### src/rtl/hs2_pkg.sv
package hs2_pkg;
  localparam int CTL_W   = 8;
  localparam int OUT_BIT = 5;
  localparam int SEL_BIT = 4;
  localparam int LVL_BIT = 3;

  typedef enum logic [1:0] {
    MODE_INPUT       = 2'd0,
    MODE_MANUAL      = 2'd1,
    MODE_STROBE      = 2'd2,
    MODE_STROBE_AUTO = 2'd3
  } c2_mode_e;

  function automatic c2_mode_e decode_mode(input logic out_en, input logic sel, input logic lvl);
    if (!out_en) return MODE_INPUT;
    if (sel) return MODE_MANUAL;
    return lvl ? MODE_STROBE_AUTO : MODE_STROBE;
  endfunction
endpackage

### src/rtl/hs2_ctl_reg.sv
module hs2_ctl_reg
  import hs2_pkg::*;
#(
  parameter int W = CTL_W
) (
  input  logic         clk_i,
  input  logic         rst_ni,
  input  logic         we_i,
  input  logic [W-1:0] wdata_i,
  output c2_mode_e     mode_o,
  output logic         wr_out_o,
  output logic         wr_lvl_o,
  output logic         out_en_o
);
  c2_mode_e mode_q;

  always_ff @(posedge clk_i or negedge rst_ni) begin
    if (!rst_ni) mode_q <= MODE_INPUT;
    else if (we_i) mode_q <= decode_mode(wdata_i[OUT_BIT], wdata_i[SEL_BIT], wdata_i[LVL_BIT]);
  end

  assign mode_o   = mode_q;
  assign wr_out_o = we_i & wdata_i[OUT_BIT];
  assign wr_lvl_o = wdata_i[LVL_BIT];
  assign out_en_o = (mode_q != MODE_INPUT);

  AST_FLAG_TRACKS_WRITE: assert property (@(posedge clk_i) disable iff (!rst_ni)
    we_i |=> out_en_o == $past(wdata_i[OUT_BIT]));
  AST_FLAG_HOLDS: assert property (@(posedge clk_i) disable iff (!rst_ni)
    !we_i |=> $stable(out_en_o));
endmodule

### src/rtl/hs2_line.sv
module hs2_line
  import hs2_pkg::*;
(
  input  logic     clk_i,
  input  logic     rst_ni,
  input  logic     ctl_we_i,
  input  logic     ctl_out_i,
  input  logic     ctl_lvl_i,
  input  c2_mode_e mode_i,
  input  logic     access_i,
  input  logic     c1_act_i,
  output logic     line_o,
  output logic     chg_o
);
  logic line_q, line_d, pend_q, pend_d, chg_q;

  always_comb begin
    line_d = line_q;
    pend_d = 1'b0;
    if (ctl_we_i) begin
      if (ctl_out_i) line_d = ctl_lvl_i;
    end else begin
      unique case (mode_i)
        MODE_STROBE: begin
          if (access_i) line_d = 1'b0;
          else if (c1_act_i) line_d = 1'b1;
        end
        MODE_STROBE_AUTO: begin
          if (access_i) begin
            line_d = 1'b0;
            pend_d = 1'b1;
          end else if (pend_q) begin
            line_d = 1'b1;
          end
        end
        default: ;
      endcase
    end
  end

  always_ff @(posedge clk_i or negedge rst_ni) begin
    if (!rst_ni) begin
      line_q <= 1'b1;
      pend_q <= 1'b0;
      chg_q  <= 1'b0;
    end else begin
      line_q <= line_d;
      pend_q <= pend_d;
      chg_q  <= line_d ^ line_q;
    end
  end

  assign line_o = line_q;
  assign chg_o  = chg_q;

  AST_WRITE_LEVEL: assert property (@(posedge clk_i) disable iff (!rst_ni)
    ctl_we_i && ctl_out_i |=> line_o == $past(ctl_lvl_i));
  AST_STROBE_LOW: assert property (@(posedge clk_i) disable iff (!rst_ni)
    !ctl_we_i && access_i && (mode_i == MODE_STROBE || mode_i == MODE_STROBE_AUTO) |=> !line_o);
  AST_AUTO_RESTORE: assert property (@(posedge clk_i) disable iff (!rst_ni)
    pend_q && !ctl_we_i && !access_i |=> line_o);
  AST_INPUT_HOLD: assert property (@(posedge clk_i) disable iff (!rst_ni)
    !ctl_we_i && mode_i == MODE_INPUT |=> $stable(line_o));
  AST_MANUAL_HOLD: assert property (@(posedge clk_i) disable iff (!rst_ni)
    !ctl_we_i && mode_i == MODE_MANUAL |=> $stable(line_o));
  AST_CHG_ON_EDGE: assert property (@(posedge clk_i) disable iff (!rst_ni)
    !$stable(line_o) |-> chg_o);
  AST_CHG_ONLY_EDGE: assert property (@(posedge clk_i) disable iff (!rst_ni)
    chg_o |-> !$stable(line_o));
endmodule

### src/rtl/hs2_out_gen.sv
module hs2_out_gen
  import hs2_pkg::*;
#(
  parameter int                 NUM_PORTS   = 2,
  parameter int                 W           = CTL_W,
  parameter logic [NUM_PORTS-1:0] STROBE_WR = 2'b10
) (
  input  logic                   clk_i,
  input  logic                   rst_ni,
  input  logic [NUM_PORTS-1:0]   ctl_we_i,
  input  logic [NUM_PORTS*W-1:0] ctl_wdata_i,
  input  logic [NUM_PORTS-1:0]   data_rd_i,
  input  logic [NUM_PORTS-1:0]   data_wr_i,
  input  logic [NUM_PORTS-1:0]   c1_act_i,
  output logic [NUM_PORTS-1:0]   line_o,
  output logic [NUM_PORTS-1:0]   line_chg_o,
  output logic [NUM_PORTS-1:0]   c2_out_o
);
  for (genvar g = 0; g < NUM_PORTS; g++) begin : g_port
    c2_mode_e mode;
    logic     wr_out, wr_lvl, access;

    if (STROBE_WR[g]) begin : g_on_wr
      assign access = data_wr_i[g];
    end else begin : g_on_rd
      assign access = data_rd_i[g];
    end

    hs2_ctl_reg #(.W(W)) u_ctl (
      .clk_i   (clk_i),
      .rst_ni  (rst_ni),
      .we_i    (ctl_we_i[g]),
      .wdata_i (ctl_wdata_i[g*W +: W]),
      .mode_o  (mode),
      .wr_out_o(wr_out),
      .wr_lvl_o(wr_lvl),
      .out_en_o(c2_out_o[g])
    );

    hs2_line u_line (
      .clk_i    (clk_i),
      .rst_ni   (rst_ni),
      .ctl_we_i (ctl_we_i[g]),
      .ctl_out_i(wr_out),
      .ctl_lvl_i(wr_lvl),
      .mode_i   (mode),
      .access_i (access),
      .c1_act_i (c1_act_i[g]),
      .line_o   (line_o[g]),
      .chg_o    (line_chg_o[g])
    );
  end
endmodule

### config.mk
export PLATFORM = sky130hd
export DESIGN_NAME = hs2_out_gen
export DESIGN_NICKNAME = d
export VERILOG_FILES = /design/src/rtl/hs2_pkg.sv /design/src/rtl/hs2_ctl_reg.sv /design/src/rtl/hs2_line.sv /design/src/rtl/hs2_out_gen.sv
export SDC_FILE = /design/constraint.sdc
export NUM_CORES = 1
export LEC_CHECK = 0
export ABC_CLOCK_PERIOD_IN_PS = 2029
export BUFFER_PORTS_ARGS = -buffer_cell sky130_fd_sc_hd__buf_2
export CAP_MARGIN = 20
export CORE_MARGIN = 3
export CORE_UTILIZATION = 39
export CTS_BUF_LIST = sky130_fd_sc_hd__clkbuf_16
export DETAILED_ROUTE_END_ITERATION = 16
export GPL_ROUTABILITY_DRIVEN = 0
export PLACE_DENSITY_LB_ADDON = 0.12
export SLEW_MARGIN = 30
export SYNTH_ARGS = -nofsm -noshare
export SYNTH_HDL_FRONTEND = slang
export SYNTH_SLANG_ARGS = --single-unit
### constraint.sdc
create_clock -name clk_i -period 2.03 [get_ports clk_i]
set_input_delay 0.203 -clock clk_i [delete_from_list [all_inputs] [get_ports clk_i]]
set_output_delay 0.203 -clock clk_i [all_outputs]
set_load 0.05 [all_outputs]
==> results of run 1 <==
-- worst paths after layout --
path                                                          to  slack, ns  cells past startpoint
min reg2reg                    g_port[1].u_line.pend_q$_DFF_PN0_       0.58                      2
max in group asynchronous      g_port[1].u_line.line_o$_DFF_PN1_       1.42                      2
min in group asynchronous  g_port[0].u_ctl.mode_o[0]$_DFFE_PN0P_       0.36                      2
max                                                  c2_out_o[1]       0.68                      2
min                        g_port[1].u_ctl.mode_o[1]$_DFFE_PN0P_       0.17                      2
max reg2reg                    g_port[1].u_line.line_o$_DFF_PN1_       0.91                      3
-- metal layers --
metal	GRT usage (%)	part of all wire, %
met5	0	0
met4	7.453	0.84
met2	14.37	42
met3	6.356	7.8
met1	16.23	49
-- report_power, final --
part	switching (mW)	internal, mW	leakage (nW)	total [mW]
combinational	0.104	0.0545	0.174	0.159
clock	0.0803	0.257	0.0423	0.337
sequential	0.0159	0.226	0.126	0.242
total	0.200	0.537	0.342	0.737
-- synth_stat cells, drive strengths merged, types with 2 or more instances --
cell | instances | share of area (%)
dfrtp | 8 | 38
buf | 6 | 8.5
nand2 | 5 | 3.5
nor2 | 3 | 2.1
o21ai | 3 | 2.8
a221oi | 2 | 4.5
a2bb2oi | 2 | 3.3
dfstp | 2 | 9.9
inv | 2 | 1.4
mux2 | 2 | 5.0
nor2b | 2 | 2.8
or2 | 2 | 2.4
-- flip-flops by register name, summed over array words and instances, names as in the netlist --
name	count
g_port.u_ctl.mode_o	4
g_port.u_line.chg_o	2
g_port.u_line.line_o	2
g_port.u_line.pend_q	2
-- kinds of logic (layout without fill, tap and decap cells) --
kind of cell / after synthesis / count (layout) / share of synthesized area [%]
compound gates: 12 / 12 / 17.22
xor+xnor: 1 / 1 / 1.651
buf+inv: 8 / 26 / 9.906
flops: 10 / 10 / 47.64
mux: 3 / 3 / 6.839
simple gates: 16 / 16 / 16.75
-- metrics by stage --
step | cell area, sq um | hold WS [ns] | utilization [%] | std cells | total power, mW
finish | 686.9 | 0.1685 | 57.91 | 82 | 0.7374
global route | 686.9 | 0.1709 | 57.91 | 82 | 0.7815
CTS | 686.9 | 0.1682 | 57.91 | 82 | 0.7468
detailed placement | 598.1 | 0.06978 | 50.42 | 77 | 0.4012
global placement | 598.1 | 0.06867 | 50.42 | 77 | 0.4009
floorplan | 530.5 | -0.09259 | - | 50 | 0.3789
-- final cells by class --
| cell class | count | area (sq um) |
|---|---|---|
| Tap cell | 14 | 17.52 |
| Multi-Input combinational cell | 32 | 225.2 |
| Timing Repair Buffer | 20 | 105.1 |
| Fill cell | 104 | 499.2 |
| Clock inverter | 1 | 3.754 |
| Sequential cell | 10 | 252.7 |
| Inverter | 2 | 7.507 |
| Clock buffer | 3 | 75.07 |
-- repair_timing --
action                                  4_1_cts  5_1_grt
endpoints found under the hold margin         8        0
hold buffers                                  1        0
endpoints found under the setup margin        0        0
==> results_dict.tcl, run 1 <==
set metrics [dict create \
    status "finished, final reports clean" \
    cellLeakagePower_nw 0.3423 \
    hold_viol_final 0 \
    clock_sinks 10 \
    hold_class "input pin to flip-flop" \
    setup_violations 0 \
    slew_headroom_pct 78.73 \
    yosysUniqueCellTypes 26 \
    fmax_ghz 0.7410 \
    wire_per_inst_microns 11.57 \
    hp-start "ctl_wdata_i[12]" \
    crit_slowest_cell "dfrtp_1" \
    syn-num-nets 76 \
    drtIter0Drc 8 \
    mostFrequentLayoutCell "buf_2" \
    postSynthAreaPerCell_sq_um 10.61 \
    cp-start-kind "flip-flop" \
    cts_buffers 3 \
    worst_pin_slew_ns 0.3190 \
    rsz0062_at_grt "false" \
    reg2reg_from "g_port[1].u_ctl.mode_o[0]$_DFFE_PN0P_" \
    dieArea_sq_um 1839 \
    cts_max_level 1 \
    clock-skew-final_ns 0.004390 \
    io_pins 32 \
    finalSetupTns_ns 0 \
    crit_family "flip-flops" \
    antenna_left 0 \
    vias 411 \
    cts_root_buf "clkbuf_16" \
    grt_max_degree 11 \
    cts-resized-gates 0 \
    synthCells 50 \
    async_flop_share_pct 100.0 \
    clk_pin_slew_ns 0.04 \
    worst_ep_arrival_time_ns 1.15 \
    clk_path_buf_depth 2 \
    fp.coreArea_sq_um 1186 \
    grt_util_all_layers_pct 11.99 \
    required_ns 1.83 \
    drt-total-wl_microns 949 \
    grt_pass1_wl_microns 1545 \
    layout_common_cells "19 x buf_2, 8 x dfrtp_1, 5 x nand2_1" \
    crit_path_start "g_port[1].u_ctl.mode_o[1]$_DFFE_PN0P_" \
    cap_violations 0 \
    chipHeight_microns 42.88 \
    crit_type "flip-flop to output port" \
    end_kind "output port" \
    cp_cell_sequence "or2_2 -> buf_2" \
    rows 12 \
    grt_pass1_vias 353 \
    antenna_found_initial 0 \
    critPathMaxStageDelay_ns 0.40 \
    area_growth_pct 29.48 \
    viasPerCell 5.012 \
    setup_ws_ns 0.6804 \
    cp_max_fo 5 \
    pre_cts_slack_ns 0.9203 \
    hpwlAfterDp_microns 765.5 \
    timing.final.crit_period_ns 1.350 \
    crit_buf_inv 1 \
    synth_flop_cell "dfrtp_1" \
    synth-seq-area-share_pct 47.64 \
    cts_setup_buffers 0 \
    vdd_drop_max_mv 0.6114 \
    dr.pass1.iters 4 \
    fin_crit_sh_pct 66.48 \
    n_antenna_cell 0 \
    die_w_microns 42.88 \
    power_density_nw_per_um2 1074 \
    synth_seq_cells 10 \
    synth_edf_count 0 \
    grt-ovfl-total 0 \
    syn_area_sq_um 530.5 \
    drive_above_1_share_pct 45.59 \
    portBuffers 19 \
    final_nets 95 \
    yosys_warnings 0 \
    start_util_pct 44.73 \
    tritoncts "built" \
    clk_latency_ns 0.23 \
    slew_violations 0 \
    drc_errors 0 \
]
Note: power is estimated with default switching activity, not from simulation.
==> run 2, diff against run 1 <==
ABC_AREA = 1   (was unset)
ABC_CLOCK_PERIOD_IN_PS = 1300   (was 2029)
clock period = 1.3 ns   (was 2.03 ns; I/O delays follow)
==> run 2 against run 1 <==
  * Die area decreased by 3.2%
  * Via count is 8.0% higher
  * Synthesized cell count grew 28%
  * Critical path type unchanged
  * Global-route usage decreased by 1.4 points
  * Sequential power up 57%
  * Critical path depth decreased by 1
  * Power up 62%
  * First-iteration DRC count stayed put
  * Clock-buffer cell count unchanged
  * Synthesized area shrank 3.8%
  * Utilization decreased by 0.97 points
==> results_dict.tcl, run 2 <==
set metrics [dict create \
    placed_cell_area_sq_um 578.1 \
    cts-resized-gates 0 \
    synth_seq_cells 10 \
    setup_violations 0 \
    worst_pin_slew_ns 0.2482 \
    n_antenna_cell 0 \
    setup_ws_ns 0.1430 \
    cellLeakagePower_nw 0.3673 \
    io_pins 32 \
    area_growth_pct 30.64 \
    cap_violations 0 \
    rows 12 \
    dieArea_sq_um 1779 \
    timing.final.crit_period_ns 1.157 \
    synth_area_leaders "dfrtp_1 39%, nand2_1 13%, dfstp_2 10%" \
    synthCells 64 \
    mostFrequentLayoutCell "buf_2" \
    hold_viol_final 0 \
    drive_above_1_share_pct 31.71 \
    die_w_microns 42.18 \
    viasPerCell 4.625 \
    start_util_pct 43.59 \
    crit_family "flip-flops" \
    dr.pass1.iters 4 \
    antenna_found_initial 0 \
    crit_slowest_cell "dfstp_2" \
    grt_max_degree 11 \
    synth_edf_count 0 \
    yosysTopAreaCellShare_pct 39.22 \
    grt_pass1_wl_microns 1386 \
    rsz0062_at_grt "false" \
    finalSetupTns_ns 0 \
    cp_max_fo 3 \
    tritoncts "built" \
    drt-total-wl_microns 906 \
    grt-ovfl-total 0 \
    vdd_drop_max_mv 1.443 \
    cts_root_buf "clkbuf_16" \
    n_fill_cell 128 \
    end_kind "output port" \
    layout_common_cells "19 x buf_2, 18 x nand2_1, 10 x inv_1" \
    crit_type "flip-flop to output port" \
    synth.largest_area_cell "dfrtp_1" \
    slew_violations 0 \
    critPathMaxStageDelay_ns 0.53 \
    crit_buf_inv 1 \
    fp.coreArea_sq_um 1171 \
    clk_path_buf_depth 2 \
    fmax_ghz 0.8643 \
    clk_latency_ns 0.23 \
    final_nets 109 \
    portBuffers 19 \
    yosys_warnings 0 \
    wire_per_inst_microns 9.438 \
    grt_util_all_layers_pct 10.63 \
    slew_headroom_pct 83.57 \
    yosysUniqueCellTypes 11 \
    power_density_nw_per_um2 1789 \
    cts_hold_buf 1 \
    grt_pass1_vias 357 \
    syn-num-nets 90 \
    clk_pin_slew_ns 0.04 \
    syn_area_sq_um 510.5 \
    synth-seq-area-share_pct 49.51 \
    drtIter0Drc 8 \
    antenna_left 0 \
    drc_errors 0 \
    chipHeight_microns 42.18 \
    required_ns 1.17 \
    hold_class "input pin to flip-flop" \
    cts_setup_buffers 0 \
    cp_cell_sequence "buf_2" \
    cts_max_level 1 \
    synth_flop_cell "dfrtp_1" \
    design_area_sq_um 666.9 \
    status "finished, final reports clean" \
    worst_ep_arrival_time_ns 1.03 \
    vias 444 \
    synth_most_common_cell "nand2_1" \
    clock_sinks 10 \
    hpwlAfterDp_microns 712.1 \
    ys_top_cells_by_count "18 x nand2_1, 10 x inv_1, 8 x dfrtp_1" \
    largest_reg_flops 4 \
    postSynthAreaPerCell_sq_um 7.976 \
    async_flop_share_pct 100.0 \
    cp-start-kind "flip-flop" \
    clock-skew-final_ns 0.0007911 \
    cts_buffers 3 \
    pre_cts_slack_ns 0.2500 \
    fin_crit_sh_pct 89.00 \
]
## run 2: cell count changes after synthesis, sizes merged, moves of 2 or more
cell     previous run  this run
nand2               5        20
mux2                2         0
inv                 2        10
nand3               0         6
a21oi               0         2
or2                 2         0
a2bb2oi             2         0
a221oi              2         0
o22ai               1         4
nor2b               2         0
o21ai               3         0
## run 2: cells by family (layout without fill, tap and decap cells)
family / Yosys count / count (layout) / synth area share (%)
buffers and inverters: 16 / 34 / 16.18
AND/OR/NAND/NOR: 30 / 30 / 24.51
flip-flops: 10 / 10 / 49.51
AO/OA/AOI/OAI: 8 / 8 / 9.802
## run 2: final timing paths
path | slack (ns) | start | cells after the start | to
max in group asynchronous | 0.77 | rst_ni | 2 | g_port[1].u_line.line_o$_DFF_PN1_
hold reg to reg | 0.53 | g_port[0].u_line.line_o$_DFF_PN1_ | 2 | g_port[0].u_line.chg_o$_DFF_PN0_
setup reg to reg | 0.24 | g_port[1].u_line.line_o$_DFF_PN1_ | 6 | g_port[1].u_line.chg_o$_DFF_PN0_
min in group asynchronous | 0.28 | rst_ni | 2 | g_port[1].u_line.chg_o$_DFF_PN0_
hold / removal | 0.1 | ctl_wdata_i[12] | 2 | g_port[1].u_ctl.mode_o[1]$_DFFE_PN0P_
setup / recovery | 0.14 | g_port[1].u_line.line_o$_DFF_PN1_ | 1 | line_o[1]
## run 2: final cells by class
class / instances / area, sq um / area share, %
Inverter: 10 / 37.54 / 5.629
Timing Repair Buffer: 20 / 105.1 / 15.76
Tap cell: 14 / 17.52 / 2.627
Clock inverter: 1 / 3.754 / 0.5629
Multi-Input combinational cell: 38 / 175.2 / 26.27
Sequential cell: 10 / 252.7 / 37.90
Clock buffer: 3 / 75.07 / 11.26
## run 2: where the power goes
group	switching (mW)	total (mW)	leakage, nW	internal [mW]
combinational	0.210	0.285	0.205	0.0756
clock	0.127	0.528	0.0385	0.401
sequential	0.0204	0.379	0.124	0.359
total	0.357	1.19	0.367	0.836
## run 2: stage by stage
step	hold WS, ns	power (mW)	utilization [%]	cells
2_1_floorplan	-0.1656	0.6364	-	64
3_3_place_gp	-0.007308	0.6645	49.36	91
3_5_place_dp	-0.007266	0.6683	49.36	91
4_1_cts	0.09526	1.210	56.94	96
5_1_grt	0.1161	1.258	56.94	96
6_report	0.09814	1.193	56.94	96
## run 2: metal layers
layer	vias up	part of all wire [%]	GRT usage (%)
met5	-	0	0
met1	196	45	12.77
li1	235	-	-
met4	0	0	3.727
met3	0	7.4	6.438
met2	13	47	15.50
